===== config.mk =====
export PLATFORM = sky130hd
export DESIGN_NAME = cap_trigger_sel
export DESIGN_NICKNAME = d
export VERILOG_FILES = /design/src/rtl/trig_pkg.sv /design/src/rtl/trig_evt_decode.sv /design/src/rtl/trig_level_xing.sv /design/src/rtl/trig_bit_edge.sv /design/src/rtl/cap_trigger_sel.sv
export SDC_FILE = /design/constraint.sdc
export NUM_CORES = 1
export LEC_CHECK = 0
export BUFFER_PORTS_ARGS = -buffer_cell sky130_fd_sc_hd__buf_2
export CORE_UTILIZATION = 40
export DETAILED_ROUTE_END_ITERATION = 12
export PLACE_DENSITY_LB_ADDON = 0.12
export SLEW_MARGIN = 20
export SYNTH_ARGS = -nofsm -noshare
export SYNTH_HDL_FRONTEND = slang
export SYNTH_SLANG_ARGS = --single-unit

===== constraint.sdc =====
create_clock -name clk -period 6.03 [get_ports clk]
set_input_delay 1.206 -clock clk [delete_from_list [all_inputs] [get_ports clk]]
set_output_delay 1.206 -clock clk [all_outputs]
set_load 0.02 [all_outputs]

===== src/rtl/trig_pkg.sv =====
package trig_pkg;
  localparam int RSSI_W = 11;
  localparam int GAIN_W = 7;
  localparam int SEL_W  = 4;
  localparam int N_COND = 1 << SEL_W;
  localparam int N_DEC  = 10;

  typedef enum logic [SEL_W-1:0] {
    C_FRM_ANY   = 4'd0,
    C_FRM_PASS  = 4'd1,
    C_FRM_FAIL  = 4'd2,
    C_HDR_ANY   = 4'd3,
    C_HDR_PASS  = 4'd4,
    C_HDR_FAIL  = 4'd5,
    C_HDR_HT    = 4'd6,
    C_HDR_LEG   = 4'd7,
    C_PRE_LONG  = 4'd8,
    C_PRE_SHORT = 4'd9,
    C_RSSI_UP   = 4'd10,
    C_RSSI_DN   = 4'd11,
    C_LOCK_LOST = 4'd12,
    C_LOCK_GOT  = 4'd13,
    C_GAIN_UP   = 4'd14,
    C_GAIN_DN   = 4'd15
  } cond_e;
endpackage


===== src/rtl/trig_evt_decode.sv =====
module trig_evt_decode
  import trig_pkg::*;
(
  input  logic             fcs_done,
  input  logic             fcs_ok,
  input  logic             hdr_done,
  input  logic             hdr_ok,
  input  logic             hdr_ht,
  input  logic             lpre_det,
  input  logic             spre_det,
  output logic [N_DEC-1:0] dec_ev
);
  always_comb begin
    dec_ev              = '0;
    dec_ev[C_FRM_ANY]   = fcs_done;
    dec_ev[C_FRM_PASS]  = fcs_done &  fcs_ok;
    dec_ev[C_FRM_FAIL]  = fcs_done & ~fcs_ok;
    dec_ev[C_HDR_ANY]   = hdr_done;
    dec_ev[C_HDR_PASS]  = hdr_done &  hdr_ok;
    dec_ev[C_HDR_FAIL]  = hdr_done & ~hdr_ok;
    dec_ev[C_HDR_HT]    = hdr_done &  hdr_ht;
    dec_ev[C_HDR_LEG]   = hdr_done & ~hdr_ht;
    dec_ev[C_PRE_LONG]  = lpre_det;
    dec_ev[C_PRE_SHORT] = spre_det;
  end
endmodule


===== src/rtl/trig_level_xing.sv =====
module trig_level_xing #(
  parameter int W = 8
) (
  input  logic         clk,
  input  logic         rst_n,
  input  logic         hist_en,
  input  logic [W-1:0] lvl,
  input  logic [W-1:0] thr,
  output logic         up,
  output logic         dn
);
  logic [W-1:0] prev_q;
  logic [W-1:0] prev_nxt;
  logic         cur_hi, cur_lo, old_hi, old_lo;

  always_comb begin
    prev_nxt = lvl;
    cur_hi   = lvl > thr;
    cur_lo   = lvl < thr;
    old_hi   = prev_q > thr;
    old_lo   = prev_q < thr;
    up       = hist_en & cur_hi & ~old_hi;
    dn       = hist_en & cur_lo & ~old_lo;
  end

  always_ff @(posedge clk or negedge rst_n) begin
    if (!rst_n) prev_q <= '0;
    else        prev_q <= prev_nxt;
  end
endmodule


===== src/rtl/trig_bit_edge.sv =====
module trig_bit_edge (
  input  logic clk,
  input  logic rst_n,
  input  logic hist_en,
  input  logic bit_i,
  output logic rise,
  output logic fall
);
  logic prev_q;

  always_comb begin
    rise = hist_en &  bit_i & ~prev_q;
    fall = hist_en & ~bit_i &  prev_q;
  end

  always_ff @(posedge clk or negedge rst_n) begin
    if (!rst_n) prev_q <= 1'b0;
    else        prev_q <= bit_i;
  end
endmodule


===== src/rtl/cap_trigger_sel.sv =====
module cap_trigger_sel
  import trig_pkg::*;
#(
  parameter int RSSI_BITS = RSSI_W,
  parameter int GAIN_BITS = GAIN_W
) (
  input  logic                 clk,
  input  logic                 rst_n,
  input  logic [SEL_W-1:0]     cond_sel,
  input  logic [RSSI_BITS-1:0] rssi_thr,
  input  logic [GAIN_BITS-1:0] gain_thr,
  input  logic                 fcs_done,
  input  logic                 fcs_ok,
  input  logic                 hdr_done,
  input  logic                 hdr_ok,
  input  logic                 hdr_ht,
  input  logic                 lpre_det,
  input  logic                 spre_det,
  input  logic [RSSI_BITS-1:0] rssi,
  input  logic [GAIN_BITS-1:0] gain,
  input  logic                 agc_lock,
  output logic                 trig
);
  logic [N_DEC-1:0]  dec_ev;
  logic [N_COND-1:0] all_ev;
  logic rssi_up, rssi_dn, gain_up, gain_dn, lock_got, lock_lost;
  logic hist_vld_q, hist_vld_nxt;
  logic trig_q, trig_nxt;

  trig_evt_decode u_dec (
    .fcs_done (fcs_done),
    .fcs_ok   (fcs_ok),
    .hdr_done (hdr_done),
    .hdr_ok   (hdr_ok),
    .hdr_ht   (hdr_ht),
    .lpre_det (lpre_det),
    .spre_det (spre_det),
    .dec_ev   (dec_ev)
  );

  trig_level_xing #(.W(RSSI_BITS)) u_rssi_x (
    .clk     (clk),
    .rst_n   (rst_n),
    .hist_en (hist_vld_q),
    .lvl     (rssi),
    .thr     (rssi_thr),
    .up      (rssi_up),
    .dn      (rssi_dn)
  );

  trig_level_xing #(.W(GAIN_BITS)) u_gain_x (
    .clk     (clk),
    .rst_n   (rst_n),
    .hist_en (hist_vld_q),
    .lvl     (gain),
    .thr     (gain_thr),
    .up      (gain_up),
    .dn      (gain_dn)
  );

  trig_bit_edge u_lock_e (
    .clk     (clk),
    .rst_n   (rst_n),
    .hist_en (hist_vld_q),
    .bit_i   (agc_lock),
    .rise    (lock_got),
    .fall    (lock_lost)
  );

  always_comb begin
    all_ev              = '0;
    all_ev[N_DEC-1:0]   = dec_ev;
    all_ev[C_RSSI_UP]   = rssi_up;
    all_ev[C_RSSI_DN]   = rssi_dn;
    all_ev[C_LOCK_LOST] = lock_lost;
    all_ev[C_LOCK_GOT]  = lock_got;
    all_ev[C_GAIN_UP]   = gain_up;
    all_ev[C_GAIN_DN]   = gain_dn;
    trig_nxt            = all_ev[cond_sel];
    hist_vld_nxt        = 1'b1;
  end

  always_ff @(posedge clk or negedge rst_n) begin
    if (!rst_n) begin
      trig_q     <= 1'b0;
      hist_vld_q <= 1'b0;
    end else begin
      trig_q     <= trig_nxt;
      hist_vld_q <= hist_vld_nxt;
    end
  end

  assign trig = trig_q;
endmodule


[Yosys cells after proc, flatten, opt, wreduce, memory -nomap -nowiden]
Index checks and enable logic that the tools add are counted.
Storage, ports and cells
  register bits after elaboration: 21
  bits in latches: 0
  memory bits (writable): 0
  ROM bits: 0
  bits of input ports: 50
  output and inout port bits: 1
  word-level logic and storage cells: 43
  memories: 0
Operators by class
  $add $sub $neg: 0
  multiply operators: 0
  divide/modulo/power cells: 0
  $lt $le $gt $ge: 9
  equal/unequal tests: 0
  shifts and indexed selects: 0
  muxes and demuxes: 2
  bitwise logic cells: 27
  reductions and logical operators: 0
Operator list (count)
  greater-than comparator 11 bit: 2
  less-than comparator 11 bit: 2
  AND 1 bit: 18
  greater-than comparator 7 bit: 2
  less-than comparator 7 bit: 2
  inverter 1 bit: 9
  less-than comparator 4 x 5 -> 1 bit (second input constant): 1
  binary-select mux 1 bit (select 4 bit): 1
  2-to-1 mux 1 bit: 1

[Depth between registers and ports, before layout]
Gate-level depths: netlist (run 1).
  word-level depth: 5
  gate-level depth with buffers: 9
  mapped depth without buffers: 9

[Hierarchy]
A second synthesis (run 1) with hierarchy kept.
Unflattened totals
  cell total of the unflattened synthesis: 153
  area total of the unflattened synthesis: 1685.4 um^2
Modules (own cells, without submodules)
  trig_level_xing (u_rssi_x): times used 1, cells an instance 79, area each 847.1 um^2, seq. area each 275.3 um^2
  trig_level_xing (u_gain_x): times used 1, cells an instance 51, area each 535.5 um^2, seq. area each 175.2 um^2
  cap_trigger_sel: times used 1, cells an instance 10, area each 188.9 um^2, seq. area each 50.0 um^2
  trig_evt_decode: times used 1, cells an instance 10, area each 71.3 um^2, seq. area each 0.0 um^2
  trig_bit_edge: times used 1, cells an instance 3, area each 42.5 um^2, seq. area each 25.0 um^2

[Least setup slack after synthesis (run 1)]
No wires, ideal clock.
  path kind: input -> register
  from: input port gain_thr[1]
  to: register trig_q (netlist: trig)
  library setup time: 138 ps
  arrival time: 2774 ps
  required time: 5891 ps
  slack: 3117 ps
  stages on the path: 8
  buffers on the path: 0
  cell sequence: inv_1 -> ha_1 -> nor2b_1 -> o21ai_1 -> a21oi_1 -> a2111oi_1 -> nor4_1 -> or4_1
On the way
  longest elaborated chain between the ends: 5
  elaborated cells on any way between the ends: 12
  those cells by class: order compare: 4; mux: 2; bitwise: 6
Ends and longest elaborated chain
  start: declaration: RTL line cap_trigger_sel.sv:11  | input logic [GAIN_BITS-1:0] gain_thr,
  greater-than comparator 7 bit, or another cell as far along: RTL line trig_level_xing.sv:18  | cur_hi = lvl > thr;
  AND 1 bit, or another cell as far along: RTL line trig_level_xing.sv:22  | up = hist_en & cur_hi & ~old_hi;
  AND 1 bit, on equally long branches: RTL line trig_level_xing.sv:22, trig_level_xing.sv:23
  binary-select mux 1 bit (select 4 bit) *: RTL line cap_trigger_sel.sv:79  | trig_nxt = all_ev[cond_sel];
  2-to-1 mux 1 bit (implied by the code) *: RTL line cap_trigger_sel.sv:79
  named net trig_nxt: RTL line cap_trigger_sel.sv:28  | logic trig_q, trig_nxt;
  end signal: assignment: RTL line cap_trigger_sel.sv:88  | trig_q <= trig_nxt;
  end: declaration: RTL line cap_trigger_sel.sv:28
The timed path passes the listed nets; every way through them passes the cells marked *. The select of a mux whose other input is x is not followed.

[Worst setup path after layout (run 1)]
Same ends and word-level chain as after synthesis.

==> flow_metrics.env, run 1 <==
export IMPL_post_route_period_util=0.474
export IMPL_finish_instance_area_sq_um=1900
export IMPL_wire_per_inst_um=12.4
export IMPL_tritoncts_clock_tree="yes"
export IMPL_antenna_violations_before_repair=0
export IMPL_vias=1345
export IMPL_cts_root_buffer="sky130_fd_sc_hd__clkbuf_8"
export IMPL_worstHoldPathType="reg -> reg"
export IMPL_worst_setup_path_end_kind="register"
export IMPL_layout_common_cells="sky130_fd_sc_hd__buf_2 (50), sky130_fd_sc_hd__ha_1 (36), sky130_fd_sc_hd__inv_1 (23), sky130_fd_sc_hd__dfrtp_1 (21), sky130_fd_sc_hd__a21oi_1 (13)"
export IMPL_clkTransAtPathRegs_ns=0.09
export IMPL_cap_violations=0
export IMPL_postCtsSetupBuffers=0
export IMPL_gp_congestion=0.851
export IMPL_critical_path_required_ns=6.17
export IMPL_mappedNetlistArea_sq_um=1550
export IMPL_yosysUniqueCellTypes=35
export IMPL_critPathMaxStageDelay_ns=0.50
export IMPL_cts_buffers=3
export IMPL_drt_antenna_violating_nets=0
export IMPL_p_leak_uw=0.00103
export IMPL_drtPass1Iterations=5
export IMPL_placeableCoreArea_sq_um=3690
export IMPL_final_cell_count_no_fill=260
export IMPL_grt_pass1_vias=1295
export IMPL_initial_utilization=0.420
export IMPL_max_freq_mhz=350
export IMPL_net_count_final=299
export IMPL_dp_worst_setup_slack_ns=2.90
export IMPL_h_tree_depth=1
export IMPL_most_common_cell_after_layout_fill_and_taps_aside="sky130_fd_sc_hd__buf_2"
export IMPL_drive_gt1_frac=0.283
export IMPL_synth_warnings=0
export IMPL_finalClockSkew_ns=0.00542
export IMPL_synthesis_area_per_instance_sq_um=9.74
export IMPL_postLayoutSetupSlackWorst_ns=3.17
export IMPL_synth_seq_cells=21
export IMPL_mappedNetlistNets=245
export IMPL_cts_repair_resized=0
export IMPL_row_count=22
export IMPL_critPathSlowestCell="sky130_fd_sc_hd__or4_1"
export IMPL_hpwl_um=2720
export IMPL_place_area_sq_um=1850
export IMPL_power_per_cell_area_nw_per_um2=176
export IMPL_grtUsageTotal=0.170
export IMPL_postCtsHoldBufs=0
export IMPL_clk_latency_worst_skew_pair_ns=0.26
export IMPL_routed_wirelength_um=3230
export IMPL_avgViaCountPerCell=5.17
export IMPL_timing_critical_path_max_delay_family="simple AND/OR/NAND/NOR gates"
export IMPL_path_class="in -> reg"
export IMPL_dieHeight_um=64.2
export IMPL_die_ar_sq_um=4130
export IMPL_gr_total_overflow=0
export IMPL_startpoint_type="input pin"
export IMPL_grt_setup_unrepaired="no"
export IMPL_final_max_slew_violation_count=0
export IMPL_tns_ns=0
export IMPL_cts_num_sinks=21
export IMPL_cp_arrival_ns=3.00
export IMPL_boundaryPins=51
export IMPL_synth_seq_area_share=0.339
export IMPL_grt_max_degree=22
export IMPL_place_inst=256
export IMPL_io_buffer_count=50
export IMPL_cp_max_fo=2
export IMPL_finalSetupViolations=0
export IMPL_fp_dieW_um=64.2
export IMPL_number_of_hold_violations_in_the_final_report=0
export IMPL_synthToLayoutAreaGrowth_pct=22.7
export IMPL_timing_critical_path_buf_inv=2
export IMPL_antenna_diode_count=0
export IMPL_drt_first_iter_violations=54
export IMPL_fillers=372
export IMPL_cp_cell_sequence="buf_2 -> inv_1 -> ha_1 -> nor2b_1 -> o21ai_1 -> a21oi_1 -> a2111oi_1 -> nor4_1 -> or4_1"
export IMPL_max_vdd_ir_drop_uv=75.6
export IMPL_run_status="complete, no violations"
export IMPL_max_clock_path_buffers=2
export IMPL_netlist_instances=159
export IMPL_route_detailed_drc=0
export IMPL_final_period_demand_of_the_worst_path_ns=2.86
export IMPL_grt_pass1_wl_um=5430
==> worst register-to-register path: stages (launching register included) <==
cell	delay, ns
sky130_fd_sc_hd__dfrtp_1	0.38
sky130_fd_sc_hd__ha_1	0.28
sky130_fd_sc_hd__nor2b_1	0.13
sky130_fd_sc_hd__o21ai_1	0.12
sky130_fd_sc_hd__a21oi_1	0.08
sky130_fd_sc_hd__a2111oi_1	0.44
sky130_fd_sc_hd__nor4_1	0.09
sky130_fd_sc_hd__or4_1	0.50
==> cell families (layout without fill, tap and decap cells) <==
group / Yosys count / after routing / synth area share
fa+ha+maj: 36 / 36 / 0.291
compound gates: 34 / 34 / 0.144
flops: 21 / 21 / 0.339
other cells: 1 / 1 / 0.00242
buf+inv: 24 / 77 / 0.0590
mux: 3 / 3 / 0.0202
simple gates: 39 / 39 / 0.139
xor+xnor: 1 / 1 / 0.00566
==> cell type report <==
class,instances,area (sq um),area share
Multi-Input combinational cell,114,932,0.490
Inverter,23,86.3,0.0454
Timing Repair Buffer,50,250,0.132
Tap cell,48,60.1,0.0316
Clock buffer,3,41.3,0.0217
Sequential cell,21,526,0.276
Clock inverter,1,5.00,0.00263
==> power breakdown <==
group          switching [uW]  total (uW)  leakage [uW]  internal (uW)
clock                    50.0        96.1     0.0000255           46.1
combinational            46.6        87.6      0.000755           40.9
sequential               2.49         151      0.000245            148
total                    99.1         334       0.00103            235
==> per-layer routing <==
| metal | up-vias | track usage | wire (um) |
|---|---|---|---|
| li1 | 674 | - | - |
| met3 | 4 | 0.0304 | 135 |
| met1 | 632 | 0.209 | 1500 |
| met5 | - | 0 | 0 |
| met2 | 35 | 0.290 | 1550 |
| met4 | 0 | 0.0750 | 38 |
==> synthesized netlist by cell type, drive strengths merged <==
| cell type | count | area share |
|---|---|---|
| conb | 1 | 0.0024 |
| or4 | 1 | 0.0048 |
| o211ai | 3 | 0.015 |
| buf | 1 | 0.0032 |
| a41oi | 1 | 0.0057 |
| and2 | 1 | 0.0040 |
| nand2 | 8 | 0.019 |
| nand4 | 5 | 0.020 |
| a211o | 1 | 0.0057 |
| a21o | 4 | 0.020 |
| nand3 | 6 | 0.023 |
| nand3b | 3 | 0.015 |
| a32oi | 1 | 0.0057 |
| mux2i | 2 | 0.013 |
| o21ai | 6 | 0.019 |
| and4 | 1 | 0.0065 |
| o2111ai | 1 | 0.0097 |
| a31oi | 2 | 0.0081 |
| nor2b | 3 | 0.012 |
| ha | 36 | 0.29 |
| inv | 23 | 0.056 |
| a2111oi | 1 | 0.0065 |
| a21oi | 13 | 0.042 |
| o211a | 1 | 0.0065 |
| nor4 | 1 | 0.0040 |
| nor3 | 2 | 0.0097 |
| nor2 | 7 | 0.017 |
| xnor2 | 1 | 0.0057 |
| mux2 | 1 | 0.0073 |
| dfrtp | 21 | 0.34 |
| or3 | 1 | 0.0040 |
==> path summary, 6_finish.rpt <==
kind | cells past startpoint | startpoint | slack, ns | end
max reg2reg | 7 | u_gain_x.prev_q[1]$_DFF_PN0_ | 3.88 | trig$_DFF_PN0_
min | 3 | hist_vld_q$_DFF_PN0_ | 0.86 | trig$_DFF_PN0_
min reg2reg | 3 | hist_vld_q$_DFF_PN0_ | 0.86 | trig$_DFF_PN0_
max in group asynchronous | 1 | rst_n | 4.81 | u_rssi_x.prev_q[7]$_DFF_PN0_
min in group asynchronous | 1 | rst_n | 0.89 | u_rssi_x.prev_q[8]$_DFF_PN0_
max | 9 | gain_thr[1] | 3.17 | trig$_DFF_PN0_
==> flip-flops by register name (all words and copies together), names as in the netlist <==
name and cells:
trig 1, u_gain_x.prev_q 7, u_lock_e.prev_q 1, u_rssi_x.prev_q 11, hist_vld_q 1
==> stage by stage <==
step	power, uW	util	hold slack [ns]
CTS	338	0.515	0.864
global route	358	0.515	0.921
global placement	238	0.503	0.834
floorplan	205	-	0.778
detailed placement	242	0.503	0.845
finish	334	0.515	0.856
Power figures use the tool's default switching activity.
==> run 2, diff against run 1 <==
ABC_AREA = 1   (was not set)
clock period = 2.6 ns   (was 6.03 ns; I/O delays follow)
==> run 2 against run 1 <==
Effect of this change: hold slack worse by 0.65 ns; flip-flop and latch count stayed put; total power is 130% higher; critical path depth is 4 higher; clock-buffer cell count stayed put; largest cell class unchanged; die area is 7.1% higher; clock skew hardly changed; cell count is 22% higher; global-route usage is 0.99 points lower; synthesized cell count is 34% higher; sequential share of layout area is 1.7 points lower; via count is 6.9% higher; critical endpoint unchanged; largest power group unchanged.
==> flow_metrics.env, run 2 <==
export IMPL_h_tree_depth=1
export IMPL_worst_r2r_cell_count=11
export IMPL_synth_seq_cells=21
export IMPL_largest_register="u_rssi_x.prev_q"
export IMPL_tritoncts_clock_tree="yes"
export IMPL_postCtsHoldBufs=0
export IMPL_drive_gt1_frac=0.236
export IMPL_place_area_sq_um=1980
export IMPL_antenna_diode_count=0
export IMPL_vias=1438
export IMPL_grtUsageTotal=0.161
export IMPL_drtPass1Iterations=4
export IMPL_mappedNetlistArea_sq_um=1660
export IMPL_die_ar_sq_um=4420
export IMPL_yosysUniqueCellTypes=23
export IMPL_post_synth_top_area_fraction=0.316
export IMPL_critical_path_required_ns=2.75
export IMPL_io_buffer_count=50
export IMPL_layout_common_cells="sky130_fd_sc_hd__nand2_1 (55), sky130_fd_sc_hd__buf_2 (50), sky130_fd_sc_hd__inv_1 (41), sky130_fd_sc_hd__ha_1 (36), sky130_fd_sc_hd__dfrtp_1 (21)"
export IMPL_finish_instance_area_sq_um=2020
export IMPL_net_count_final=354
export IMPL_fillers=416
export IMPL_place_inst=313
export IMPL_cts_num_sinks=21
export IMPL_critPathLaunch="gain_thr[6]"
export IMPL_multi_input_comb_area_sq_um=978
export IMPL_synthMostInstantiatedCell="sky130_fd_sc_hd__nand2_1"
export IMPL_gr_total_overflow=0
export IMPL_grt_pass1_wl_um=5330
export IMPL_ys_flop_type="sky130_fd_sc_hd__dfrtp_1"
export IMPL_max_vdd_ir_drop_uv=285
export IMPL_cts_root_buffer="sky130_fd_sc_hd__clkbuf_8"
export IMPL_finalSetupViolations=0
export IMPL_largest_register_ffs=11
export IMPL_post_synth_most_frequent_cells="sky130_fd_sc_hd__nand2_1 (55), sky130_fd_sc_hd__inv_1 (41), sky130_fd_sc_hd__ha_1 (36), sky130_fd_sc_hd__dfrtp_1 (21), sky130_fd_sc_hd__a21oi_1 (13)"
export IMPL_max_freq_mhz=618
export IMPL_synthToLayoutAreaGrowth_pct=21.6
export IMPL_row_count=23
export IMPL_boundaryPins=51
export IMPL_netlist_instances=213
export IMPL_antenna_violations_before_repair=0
export IMPL_number_of_hold_violations_in_the_final_report=0
export IMPL_worst_r2r_endpoint="trig$_DFF_PN0_"
export IMPL_drt_antenna_violating_nets=0
export IMPL_wire_per_inst_um=9.87
export IMPL_most_common_cell_after_layout_fill_and_taps_aside="sky130_fd_sc_hd__nand2_1"
export IMPL_post_route_period_util=0.622
export IMPL_final_cell_count_no_fill=317
export IMPL_cap_violations=0
export IMPL_clk_latency_worst_skew_pair_ns=0.27
export IMPL_synth_async_reset_ratio=1.00
export IMPL_synth_edff_count=0
export IMPL_synthTopCellsByArea="sky130_fd_sc_hd__dfrtp_1 (32%), sky130_fd_sc_hd__ha_1 (27%), sky130_fd_sc_hd__nand2_1 (12%), sky130_fd_sc_hd__inv_1 (9.3%), sky130_fd_sc_hd__a21oi_1 (3.9%)"
export IMPL_fp_dieW_um=66.5
export IMPL_cp_arrival_ns=1.76
export IMPL_clkTransAtPathRegs_ns=0.08
export IMPL_dieHeight_um=66.5
export IMPL_cts_repair_resized=0
export IMPL_hpwl_um=2690
export IMPL_finalPower_uw=786
export IMPL_cp_max_fo=2
export IMPL_placeableCoreArea_sq_um=4000
export IMPL_largest_registers_ranked_by_flip_flop_count="u_rssi_x.prev_q x11, u_gain_x.prev_q x7"
export IMPL_cts_buffers=3
export IMPL_worst_r2r_startpoint="u_rssi_x.prev_q[10]$_DFF_PN0_"
export IMPL_max_clock_path_buffers=2
export IMPL_worst_setup_path_end_kind="register"
export IMPL_grt_setup_unrepaired="no"
export IMPL_route_detailed_drc=0
export IMPL_final_period_demand_of_the_worst_path_ns=1.62
export IMPL_synth_seq_area_share=0.316
export IMPL_avgViaCountPerCell=4.54
export IMPL_synth_area_leader_cell="sky130_fd_sc_hd__dfrtp_1"
export IMPL_grt_max_degree=22
export IMPL_routed_wirelength_um=3130
export IMPL_worstHoldPathType="in -> async"
export IMPL_p_leak_uw=0.00121
export IMPL_gp_congestion=0.695
export IMPL_regArea_sq_um=526
export IMPL_startpoint_type="input pin"
export IMPL_initial_utilization=0.416
export IMPL_finalClockSkew_ns=0.00502
export IMPL_r2r_setup_slack_ns=1.01
export IMPL_grt_pass1_vias=1281
export IMPL_path_class="in -> reg"
export IMPL_mappedNetlistNets=299
export IMPL_final_max_slew_violation_count=0
export IMPL_synthesis_area_per_instance_sq_um=7.81
export IMPL_power_per_cell_area_nw_per_um2=389
export IMPL_run_status="complete, no violations"
export IMPL_tns_ns=0
export IMPL_drt_first_iter_violations=60
export IMPL_postCtsSetupBuffers=0
export IMPL_synth_warnings=0
## run 2: changes by cell type after synthesis, sizes merged, moves of 6 or more
cell   previous run  this run
inv              23        41
nand2             8        59
nand3             6        12
nor2              7        14
## run 2: cell type report
class,instances,share of cell area
Timing Repair Buffer,50,0.124
Multi-Input combinational cell,150,0.484
Clock buffer,3,0.0204
Inverter,42,0.0786
Clock inverter,1,0.00248
Tap cell,50,0.0309
Sequential cell,21,0.260
## run 2: kinds of logic after synthesis
group	share of synthesized area
AO/OA/AOI/OAI	0.0790
adder cells (fa/ha/maj)	0.271
buffers and inverters	0.0956
flip-flops	0.316
other	0.00226
AND/OR/NAND/NOR	0.236
## run 2: worst max-delay path by stage
stage                                 to  depth (start not counted)
after global routing      trig$_DFF_PN0_                         13
after floorplan           trig$_DFF_PN0_                         12
after CTS                 trig$_DFF_PN0_                         11
after global placement    trig$_DFF_PN0_                         13
final                     trig$_DFF_PN0_                         13
after detailed placement  trig$_DFF_PN0_                         13
## run 2: through the flow
step / setup WS [ns] / hold WS (ns) / util
5_1_grt: 0.784 / 0.235 / 0.505
3_3_place_gp: 0.718 / 0.519 / 0.494
3_5_place_dp: 0.689 / 0.525 / 0.494
2_1_floorplan: 0.914 / 0.224 / -
4_1_cts: 0.979 / 0.222 / 0.505
6_report: 0.982 / 0.203 / 0.505
## run 2: layer usage
metal	vias up	GRT usage	share of wire
li1	785	-	-
met1	620	0.198	0.48
met2	29	0.281	0.46
met3	4	0.0308	0.045
met4	0	0.0479	0.0086
met5	-	0	0
## run 2: report_power, final
part	internal, uW	total, uW	leakage, uW	switching, uW
logic	94.9	214	0.000943	119
registers	344	349	0.000245	5.50
clock network	107	222	0.0000255	115
total	546	786	0.00121	240
## run 2: critical path, cell delays in order
cell,delay [ns]
sky130_fd_sc_hd__buf_2,0.07
sky130_fd_sc_hd__inv_1,0.05
sky130_fd_sc_hd__ha_1,0.30
sky130_fd_sc_hd__nand2_1,0.10
sky130_fd_sc_hd__inv_1,0.06
sky130_fd_sc_hd__nand2_1,0.06
sky130_fd_sc_hd__nand2_1,0.05
sky130_fd_sc_hd__a21oi_1,0.15
sky130_fd_sc_hd__nor2_1,0.06
sky130_fd_sc_hd__nand2_1,0.06
sky130_fd_sc_hd__nand3_1,0.06
sky130_fd_sc_hd__a21oi_1,0.16
sky130_fd_sc_hd__a21oi_2,0.06
==> run 3, diff against run 2 <==
ABC_AREA = 0   (was 1)
clock period = 1.45 ns   (was 2.6 ns; I/O delays follow)
==> run 3 against run 2 <==
Effect of this change: cell count decreased by 14%; the flow now finishes with violations (hold timing, setup timing); total power increased by 87%; first-iteration DRC count decreased by 48%; non-clock buffer count increased by 12; routed wire length increased by 12%; flip-flop and latch count unchanged; combinational power increased by 110%; design area increased by 3.8%; largest cell class unchanged; global-route usage increased by 2.1 points; register-to-register slack got worse by 1.5 ns.
==> flow_metrics.env, run 3 (same netlist as run 1, synthesis figures left out) <==
export IMPL_final_cell_count_no_fill=272
export IMPL_clk_latency_worst_skew_pair_ns=0.26
export IMPL_worst_r2r_startpoint="u_rssi_x.prev_q[9]$_DFF_PN0_"
export IMPL_cts_root_buffer="sky130_fd_sc_hd__clkbuf_8"
export IMPL_finish_instance_area_sq_um=2100
export IMPL_startpoint_type="register"
export IMPL_critPathMaxStageDelay_ns=0.40
export IMPL_place_area_sq_um=1970
export IMPL_antenna_diode_count=0
export IMPL_layout_common_cells="sky130_fd_sc_hd__buf_2 (50), sky130_fd_sc_hd__ha_1 (30), sky130_fd_sc_hd__inv_1 (23), sky130_fd_sc_hd__dfrtp_1 (21), sky130_fd_sc_hd__buf_4 (12)"
export IMPL_grt_pass1_vias=1391
export IMPL_hpwl_um=2880
export IMPL_dieHeight_um=64.2
export IMPL_postCtsHoldBufs=0
export IMPL_grt_setup_unrepaired="yes"
export IMPL_p_leak_uw=0.00108
export IMPL_grtUsageTotal=0.182
export IMPL_grt_pass1_wl_um=5780
export IMPL_drtPass1Iterations=4
export IMPL_post_route_period_util=1.35
export IMPL_final_period_demand_of_the_worst_path_ns=1.96
export IMPL_max_freq_mhz=510
export IMPL_antenna_violations_before_repair=0
export IMPL_worst_r2r_cell_count=8
export IMPL_max_vdd_ir_drop_uv=536
export IMPL_postCtsSetupBuffers=0
export IMPL_cap_violations=0
export IMPL_gp_congestion=0.847
export IMPL_grt_max_degree=22
export IMPL_cts_num_sinks=21
export IMPL_top_usage_layer="met2"
export IMPL_finalClockSkew_ns=0.000512
export IMPL_largest_register="u_rssi_x.prev_q"
export IMPL_cp_arrival_ns=2.10
export IMPL_largest_registers_ranked_by_flip_flop_count="u_rssi_x.prev_q x11, u_gain_x.prev_q x7"
export IMPL_postLayoutSetupSlackWorst_ns=-0.511
export IMPL_most_common_cell_after_layout_fill_and_taps_aside="sky130_fd_sc_hd__buf_2"
export IMPL_initial_utilization=0.420
export IMPL_critical_path_required_ns=1.59
export IMPL_avgViaCountPerCell=5.06
export IMPL_utilization=0.569
export IMPL_io_buffer_count=50
export IMPL_grt_use_met3=0.0500
export IMPL_use_met2=0.342
export IMPL_finalSetupViolations=1
export IMPL_fp_dieW_um=64.2
export IMPL_r2r_setup_slack_ns=-0.51
export IMPL_failed_checks="hold timing, setup timing"
export IMPL_critPathSlowestCell="sky130_fd_sc_hd__dfrtp_1"
export IMPL_placeableCoreArea_sq_um=3690
export IMPL_number_of_hold_violations_in_the_final_report=21
export IMPL_worst_setup_path_end_kind="register"
export IMPL_worstHoldPathType="in -> async"
export IMPL_synthToLayoutAreaGrowth_pct=35.5
export IMPL_cts_buffers=3
export IMPL_gr_total_overflow=0
export IMPL_h_tree_depth=1
export IMPL_whs_ns=-0.0234
export IMPL_power_per_cell_area_nw_per_um2=698
export IMPL_cp_cell_sequence="ha_4 -> nand3_4 -> nor3_2 -> nand2_1 -> o211a_1 -> o2111ai_2 -> a31oi_1 -> or4_1"
export IMPL_place_inst=268
export IMPL_tritoncts_clock_tree="yes"
export IMPL_path_class="reg -> reg"
export IMPL_run_status="finished, violations left"
export IMPL_worst_r2r_endpoint="trig$_DFF_PN0_"
export IMPL_cp_max_fo=2
export IMPL_drt_antenna_violating_nets=0
export IMPL_tns_ns=-0.511
export IMPL_global_route_usage_met1=0.203
export IMPL_clkTransAtPathRegs_ns=0.08
export IMPL_drt_first_iter_violations=31
export IMPL_drive_gt1_frac=0.362
export IMPL_boundaryPins=51
export IMPL_route_detailed_drc=0
export IMPL_routed_wirelength_um=3520
export IMPL_largest_register_ffs=11
export IMPL_row_count=22
export IMPL_die_ar_sq_um=4130
export IMPL_vias=1375
export IMPL_final_max_slew_violation_count=0
export IMPL_net_count_final=311
export IMPL_max_clock_path_buffers=2
export IMPL_wire_per_inst_um=12.9
run 3: routing by layer:
metal | share of wire | vias up
li1 | - | 700
met1 | 0.42 | 642
met2 | 0.53 | 31
met3 | 0.043 | 2
met4 | 0.0040 | 0
met5 | 0 | -
run 3: layout make-up:
type / instances / area, sq um
Fill cell: 345 / 1590
Multi-Input combinational cell: 114 / 1040
Sequential cell: 21 / 526
Timing Repair Buffer: 62 / 340
Inverter: 23 / 86.3
Tap cell: 48 / 60.1
Clock buffer: 4 / 45.0
run 3: worst max path at each step:
stage                                       startpoint        endpoint  slack, ns  depth (start not counted)
after floorplan           u_gain_x.prev_q[1]$_DFF_PN0_  trig$_DFF_PN0_      -0.48                          7
after global placement                     gain_thr[1]  trig$_DFF_PN0_      -0.65                          9
after detailed placement                   gain_thr[1]  trig$_DFF_PN0_      -0.68                          9
after CTS                 u_gain_x.prev_q[1]$_DFF_PN0_  trig$_DFF_PN0_      -0.62                          7
after global routing      u_rssi_x.prev_q[8]$_DFF_PN0_  trig$_DFF_PN0_      -0.59                          8
final                     u_rssi_x.prev_q[9]$_DFF_PN0_  trig$_DFF_PN0_      -0.51                          8
run 3: per-stage QoR:
| step | power (uW) | worst slack, ns |
|---|---|---|
| floorplan | 862 | -0.483 |
| global placement | 1030 | -0.654 |
| detailed placement | 1050 | -0.676 |
| CTS | 1450 | -0.616 |
| global route | 1570 | -0.593 |
| finish | 1470 | -0.511 |
run 3: repair_timing:
| action | in CTS | in global routing |
|---|---|---|
| hold endpoints to repair | 0 | 0 |
| endpoints found under the setup margin | 1 | 1 |
| pin swaps | 0 | 7 |
| resized for setup | 0 | 9 |
run 3: worst max-delay path, delay by kind of cell, from the launching register on:
kind / cells / cell delay [ns]
AOI/OAI and AO/OA: 3 / 0.39
adders and majority gates: 1 / 0.29
DFF: 1 / 0.40
and+or+nand+nor: 4 / 0.75
run 3: power by group:
part / switching [uW] / internal, uW / leakage (uW)
sequential: 15.7 / 617 / 0.000245
clock: 197 / 196 / 0.0000228
combinational: 217 / 223 / 0.000816
